$ cat src/rtl/secded_pkg.sv
package secded_pkg;

   typedef enum logic [1:0] {
      PEND_NONE = 2'd0,
      PEND_RD   = 2'd1,
      PEND_WR   = 2'd2,
      PEND_RMW  = 2'd3
   } pend_t;

   // number of Hamming parity bits needed for dw data bits
   function automatic int par_bits(input int dw);
      int r;
      r = 0;
      while ((1 << r) < dw + r + 1) r++;
      return r;
   endfunction

   // code position of data bit idx: idx-th non-power-of-two position from 3
   function automatic int data_pos(input int idx);
      int cnt;
      int res;
      cnt = 0;
      res = 0;
      for (int p = 3; p < 1024; p++) begin
         if ((p & (p - 1)) != 0) begin
            if (cnt == idx && res == 0) res = p;
            cnt++;
         end
      end
      return res;
   endfunction

endpackage

$ cat src/rtl/secded_enc.sv
module secded_enc
   import secded_pkg::*;
#(
   parameter int DATA_W = 32
) (
   input  logic [DATA_W-1:0]           data,
   output logic [par_bits(DATA_W)-1:0] par,
   output logic                        ovr
);
   localparam int P = par_bits(DATA_W);

   logic [DATA_W-1:0] colmask [P];

   for (genvar i = 0; i < DATA_W; i++) begin : g_bit
      localparam int POS = data_pos(i);
      for (genvar k = 0; k < P; k++) begin : g_col
         assign colmask[k][i] = ((POS >> k) % 2) == 1;
      end
   end

   for (genvar k = 0; k < P; k++) begin : g_par
      assign par[k] = ^(data & colmask[k]);
   end

   assign ovr = ^{data, par};

endmodule

$ cat src/rtl/secded_dec.sv
module secded_dec
   import secded_pkg::*;
#(
   parameter int DATA_W = 32
) (
   input  logic [DATA_W-1:0]           data,
   input  logic [par_bits(DATA_W)-1:0] spar,
   input  logic                        sovr,
   output logic [DATA_W-1:0]           corr,
   output logic                        single,
   output logic                        dbl
);
   localparam int P = par_bits(DATA_W);

   logic [P-1:0] rpar;
   logic         rovr;
   logic [P-1:0] syn;
   logic         ovr_err;

   secded_enc #(.DATA_W(DATA_W)) u_renc (
      .data (data),
      .par  (rpar),
      .ovr  (rovr)
   );

   assign syn     = spar ^ rpar;
   // parity over stored data and all stored check bits
   assign ovr_err = rovr ^ sovr ^ (^syn);
   assign single  = ovr_err;
   assign dbl     = !ovr_err && (syn != '0);

   for (genvar i = 0; i < DATA_W; i++) begin : g_fix
      localparam logic [P-1:0] POS = P'(data_pos(i));
      assign corr[i] = data[i] ^ (single && (syn == POS));
   end

endmodule

$ cat src/rtl/lmem_array.sv
module lmem_array #(
   parameter int ADDR_W = 6,
   parameter int WORD_W = 39
) (
   input  logic              clk,
   input  logic              we,
   input  logic              re,
   input  logic [ADDR_W-1:0] addr,
   input  logic [WORD_W-1:0] wd,
   output logic [WORD_W-1:0] rd
);
   localparam int DEPTH = 1 << ADDR_W;

   logic [WORD_W-1:0] mem [DEPTH];

   always_ff @(posedge clk) begin
      if (we) mem[addr] <= wd;
      else if (re) rd <= mem[addr];
   end

endmodule

$ cat src/rtl/secded_lmem.sv
module secded_lmem
   import secded_pkg::*;
#(
   parameter int ADDR_W = 6,
   parameter int DATA_W = 32
) (
   input  logic                        clk,
   input  logic                        rst_n,
   input  logic                        req_valid,
   output logic                        req_ready,
   input  logic                        req_we,
   input  logic [ADDR_W-1:0]           req_addr,
   input  logic [DATA_W-1:0]           req_wdata,
   input  logic [DATA_W/8-1:0]         req_be,
   output logic                        rsp_valid,
   output logic [DATA_W-1:0]           rsp_rdata,
   input  logic                        ecc_en,
   input  logic                        exc_en,
   input  logic                        inj_en,
   input  logic [par_bits(DATA_W):0]   inj_code,
   output logic                        err_single,
   output logic                        err_double,
   output logic                        fault
);
   localparam int BE_W   = DATA_W / 8;
   localparam int P      = par_bits(DATA_W);
   localparam int CHK_W  = P + 1;
   localparam int WORD_W = DATA_W + CHK_W;

   if (DATA_W < 8 || DATA_W % 8 != 0) begin : g_bad_width
      $error("DATA_W must be a positive multiple of 8");
   end
   if (ADDR_W < 1 || ADDR_W > 12) begin : g_bad_addr
      $error("ADDR_W out of range 1..12");
   end

   pend_t               pend_q;
   logic [ADDR_W-1:0]   addr_q;
   logic [DATA_W-1:0]   wdata_q;
   logic [BE_W-1:0]     be_q;

   logic                accept, full, pend_rmw, abort, checked;
   logic [WORD_W-1:0]   arr_rd, arr_wd;
   logic                arr_we, arr_re;
   logic [ADDR_W-1:0]   arr_addr;
   logic [DATA_W-1:0]   raw, corr, old_word, merged, wr_data;
   logic                dec_single, dec_dbl;
   logic [P-1:0]        gen_par;
   logic                gen_ovr;
   logic [CHK_W-1:0]    wr_chk;

   assign pend_rmw = (pend_q == PEND_RMW);
   assign req_ready = !pend_rmw;
   assign accept   = req_valid && req_ready;
   assign full     = &req_be;

   // ---- read path decode of the word returned by the array
   assign raw = arr_rd[DATA_W-1:0];

   secded_dec #(.DATA_W(DATA_W)) u_dec (
      .data   (raw),
      .spar   (arr_rd[DATA_W +: P]),
      .sovr   (arr_rd[WORD_W-1]),
      .corr   (corr),
      .single (dec_single),
      .dbl    (dec_dbl)
   );

   assign old_word = ecc_en ? corr : raw;
   assign abort    = ecc_en && dec_dbl;

   for (genvar b = 0; b < BE_W; b++) begin : g_merge
      assign merged[b*8 +: 8] = be_q[b] ? wdata_q[b*8 +: 8] : old_word[b*8 +: 8];
   end

   // ---- single encoder shared by full writes and merge write-back
   assign wr_data = pend_rmw ? merged : req_wdata;

   secded_enc #(.DATA_W(DATA_W)) u_enc (
      .data (wr_data),
      .par  (gen_par),
      .ovr  (gen_ovr)
   );

   assign wr_chk   = inj_en ? inj_code : {gen_ovr, gen_par};
   assign arr_wd   = {wr_chk, wr_data};
   assign arr_we   = pend_rmw ? !abort : (accept && req_we && full);
   assign arr_re   = !pend_rmw && accept && !(req_we && full);
   assign arr_addr = pend_rmw ? addr_q : req_addr;

   lmem_array #(.ADDR_W(ADDR_W), .WORD_W(WORD_W)) u_arr (
      .clk  (clk),
      .we   (arr_we),
      .re   (arr_re),
      .addr (arr_addr),
      .wd   (arr_wd),
      .rd   (arr_rd)
   );

   // ---- request tracking
   always_ff @(posedge clk or negedge rst_n) begin
      if (!rst_n) begin
         pend_q  <= PEND_NONE;
         addr_q  <= '0;
         wdata_q <= '0;
         be_q    <= '0;
      end else begin
         if (!accept)     pend_q <= PEND_NONE;
         else if (!req_we) pend_q <= PEND_RD;
         else if (full)   pend_q <= PEND_WR;
         else             pend_q <= PEND_RMW;
         if (accept) begin
            addr_q  <= req_addr;
            wdata_q <= req_wdata;
            be_q    <= req_be;
         end
      end
   end

   // ---- response
   assign checked    = (pend_q == PEND_RD) || pend_rmw;
   assign rsp_valid  = (pend_q != PEND_NONE);
   assign rsp_rdata  = (pend_q == PEND_RD) ? old_word : '0;
   assign err_single = checked && ecc_en && dec_single;
   assign err_double = checked && ecc_en && dec_dbl;
   assign fault      = err_double && exc_en;

   // ---- assertions

   resp_follow_chk: assert property (@(posedge clk) disable iff (!rst_n)
      accept |=> rsp_valid);

   rmw_stall_chk: assert property (@(posedge clk) disable iff (!rst_n)
      (accept && req_we && !full) |=> !req_ready);

   stall_one_chk: assert property (@(posedge clk) disable iff (!rst_n)
      !req_ready |=> req_ready);

   abort_write_chk: assert property (@(posedge clk) disable iff (!rst_n)
      (pend_rmw && ecc_en && dec_dbl) |-> !arr_we);

   fault_gate_chk: assert property (@(posedge clk) disable iff (!rst_n)
      fault |-> (ecc_en && exc_en && err_double));

   raw_quiet_chk: assert property (@(posedge clk) disable iff (!rst_n)
      (rsp_valid && !ecc_en) |-> !(err_single || err_double || fault));

   err_excl_chk: assert property (@(posedge clk) disable iff (!rst_n)
      rsp_valid |-> !(err_single && err_double));

   idle_quiet_chk: assert property (@(posedge clk) disable iff (!rst_n)
      !rsp_valid |-> !(err_single || err_double || fault));

endmodule

$ cat config.mk
export PLATFORM = sky130hd
export DESIGN_NAME = secded_lmem
export DESIGN_NICKNAME = d
export VERILOG_FILES = /design/src/rtl/secded_pkg.sv /design/src/rtl/secded_enc.sv /design/src/rtl/secded_dec.sv /design/src/rtl/lmem_array.sv /design/src/rtl/secded_lmem.sv
export SDC_FILE = /design/constraint.sdc
export NUM_CORES = 2
export LEC_CHECK = 0
export BUFFER_PORTS_ARGS = -buffer_cell sky130_fd_sc_hd__buf_2
export CORE_UTILIZATION = 41
export CTS_CLUSTER_DIAMETER = 100
export DETAILED_ROUTE_END_ITERATION = 6
export HOLD_SLACK_MARGIN = 0.12
export PLACE_DENSITY = 0.58
export SYNTH_ARGS = -nofsm -noshare
export SYNTH_HDL_FRONTEND = slang
export SYNTH_SLANG_ARGS = --single-unit
$ cat constraint.sdc
create_clock -name clk -period 23.4 [get_ports clk]
set_input_delay 4.68 -clock clk [delete_from_list [all_inputs] [get_ports clk]]
set_output_delay 4.68 -clock clk [all_outputs]
set_load 0.02 [all_outputs]
==> results.yml <==
clocking:
  ctsHoldBuffers: 0
  clk_pin_slew_worst_paths_ns: 0.06
  cts.sinks: 2579
  htreeDepth: 5
  numCtsBuffers: 274
  cts.path.max_buffers: 4
  clk_latency_ns: 0.96
  cts_setup_buffers: 0
  post_cts_resized: 0
  cts_tree: "done"
  clockRootBuffer: "clkbuf_16"
sta:
  slew_violations: 0
  skew_ns: 0.0674
  max_freq_mhz: 89.9
  slew_headroom: 0.0676
  finalHoldViolations: 0
  setup_viol: 0
  layout_worst_path_cycle_share: 0.476
  rsz0062_at_grt: "false"
  setup_tns_ns: 0
  period_minus_slack_ns: 11.13
  worstMarginPinSlew_ns: 1.40
layout:
  drive_gt1_frac: 0.132
  fin_nets: 5902
  area_delta_synth_final_pct: 14.4
status:
  status: "finished, violations left"
  failed_checks: "DRC"
grt:
  antenna_found_initial: 24
  grt_pass1_vias: 56000
  grt_max_degree: 110
  grt_overflow: 0
  grt_pass1_wl_microns: 463000
  grt_util_all_layers: 0.281
drt:
  routed_wl_microns: 340000
  routedWlPerCell_microns: 37.0
  drc: 4
  via_count: 59600
  drtAntennaViolNets: 0
  vias_per_cell: 6.49
  first_iter_violations: 9253
  drt-pass1-iter-count: 7
place:
  finalWeightedCongestion: 0.905
  portBuffers: 92
  hpwl_microns: 180000
setup_path:
  required_ns: 18.72
  worst-setup-path-type: "in2out"
  end_kind: "primary output"
  arrival_ns: 6.45
  startpoint_type: "input port"
  cp_max_fo: 19
pwr:
  powerDensity_nw_per_um2: 111
  pwr-share-seq: 0.451
  clockPowerShare: 0.336
  intPower_uw: 8580
  swShare: 0.303
  peakVddDrop_v: 0.000654
  p_switching_uw: 3730
  p_leak_uw: 0.0342
  p_total_uw: 12300
  combPwrFrac: 0.213
yosys:
  syn_area_sq_um: 96900
  async_flop_share: 0.0171
  syn_nets: 5688
  synth-main-ff-cell: "edfxtp_1"
  ys_seq_area_frac: 0.797
  syn-instance-count: 5621
  synth_cell_types: 76
  synth-edff-count: 2535
  ys.warnings.count: 0
  synth_seq_cells: 2579
  synth.avg_cell_area_sq_um: 17.2
flow_run:
  max-cap-violations: 0
die:
  dieWidth_microns: 488
  initial_core_util: 0.412
  io_pins: 93
  rows: 178
  coreArea_sq_um: 235000
  dieArea_sq_um: 238000
  die_y_microns: 488
hold_path:
  hold_class: "reg2reg"
## cell type report
class                           count  area, sq um
Clock buffer                      342         7310
Antenna cell                        9         22.5
Timing Repair Buffer              297         2140
Clock inverter                    120          977
Tap cell                         3150         3940
Multi-Input combinational cell   2662        19100
Fill cell                       19700       124000
Inverter                           21         78.8
Sequential cell                  2579        77200
## path summary, 6_finish.rpt
kind | startpoint | endpoint | slack [ns] | depth (start not counted)
setup / recovery | ecc_en | rsp_rdata[13] | 12.27 | 5
min in group asynchronous | rst_n | wdata_q[7]$_DFFE_PN0P_ | 3.95 | 1
setup reg to reg | u_arr.rd[8]$_DFFE_PP_ | u_arr.mem[52][38]$_DFFE_PP_ | 14.73 | 23
max in group asynchronous | rst_n | addr_q[5]$_DFFE_PN0P_ | 18.67 | 1
hold / removal | wdata_q[1]$_DFFE_PN0P_ | wdata_q[1]$_DFFE_PN0P_ | 0.47 | 2
hold reg to reg | wdata_q[1]$_DFFE_PN0P_ | wdata_q[1]$_DFFE_PN0P_ | 0.47 | 2
## cells in the final DEF (no fill, tap or decap), types with 39 or more instances in the layout
cell type and count:
clkinv_1 60, a22oi_1 811, buf_4 194, buf_2 92, nand2_1 420, a41oi_1 95, a221oi_1 168, nor2_4 75
a21oi_1 200, nor4_1 51, clkbuf_1 57, nor2_1 55, a22o_1 78, dfrtp_1 44, mux2i_1 80, a31oi_1 117
nand3_1 39, edfxtp_1 2535, clkbuf_16 282, xnor2_1 83, nand4_1 65
## worst max-delay path, stage by stage
cell,delay (ns)
buf_2,0.16
nand2_1,0.44
or4_1,0.64
a21oi_1,0.30
buf_2,0.22
## registers in the layout, summed over array words and instances (netlist names)
register / count
u_arr.rd: 39
addr_q: 6
be_q: 4
wdata_q: 32
u_arr.mem: 2496
pend_q: 2
## metal layers
| layer | vias to the layer above | global-route usage | share of wire |
|---|---|---|---|
| met1 | 30900 | 0.388 | 0.38 |
| met2 | 4366 | 0.424 | 0.45 |
| met5 | - | 0 | 0.00031 |
| li1 | 23600 | - | - |
| met4 | 16 | 0.117 | 0.043 |
| met3 | 669 | 0.0704 | 0.13 |
## power groups by stage
| stage | registers (uW) | clock network (uW) | logic (uW) |
|---|---|---|---|
| global route | 5550 | 4320 | 2740 |
| finish | 5550 | 4130 | 2620 |
| CTS | 5550 | 4150 | 2560 |
| detailed placement | 5650 | 0 | 2550 |
| floorplan | 5640 | 0 | 1850 |
| global placement | 5640 | 0 | 2530 |
## synthesized netlist by cell type (7+ instances only)
cell	count	area, sq um
nor2_1	132	495
mux2i_1	82	821
o31a_1	9	78.8
a221oi_1	168	1470
xnor2_1	83	727
a22o_1	78	683
clkbuf_1	269	1010
ha_1	11	138
nor3_1	20	100
o22ai_1	15	93.8
o21ai_0	36	180
xnor3_1	18	405
inv_1	19	71.3
and2_1	7	43.8
xor2_1	28	245
o211ai_1	9	67.6
nand3_1	41	205
a41oi_1	95	832
nand4_1	65	407
o221ai_1	27	236
edfxtp_1	2535	76100
dfrtp_1	44	1100
a31oi_1	121	757
a22oi_1	811	6090
nand2_1	431	1620
a21oi_1	201	1010
nand2b_1	9	56.3
buf_1	81	304
nor4_1	51	319
and3_1	17	106
## through the flow
| stage | hold WS, ns | std cells | worst slack (ns) | cell area [sq um] | util |
|---|---|---|---|---|---|
| after floorplan | 0.437 | 5621 | 10.82 | 96900 | - |
| after global placement | 0.452 | 8709 | 12.37 | 102000 | 0.436 |
| after detailed placement | 0.453 | 8709 | 12.33 | 102000 | 0.436 |
| after CTS | 0.468 | 9171 | 12.34 | 111000 | 0.471 |
| after global routing | 0.504 | 9174 | 12.24 | 111000 | 0.471 |
| final | 0.465 | 9180 | 12.27 | 111000 | 0.472 |
## kinds of logic (layout without fill, tap and decap cells)
logic type               after synthesis  after routing  synth area share
XOR/XNOR                             141            141            0.0167
flip-flops                          2579           2579             0.797
other                                  0              9                 0
multiplexers                          86             86           0.00894
AO/OA/AOI/OAI                       1622           1622             0.124
buffers and inverters                380            780            0.0151
AND/OR/NAND/NOR                      802            802            0.0367
adder cells (fa/ha/maj)               11             11           0.00142
Note: power is estimated with default switching activity, not from simulation.
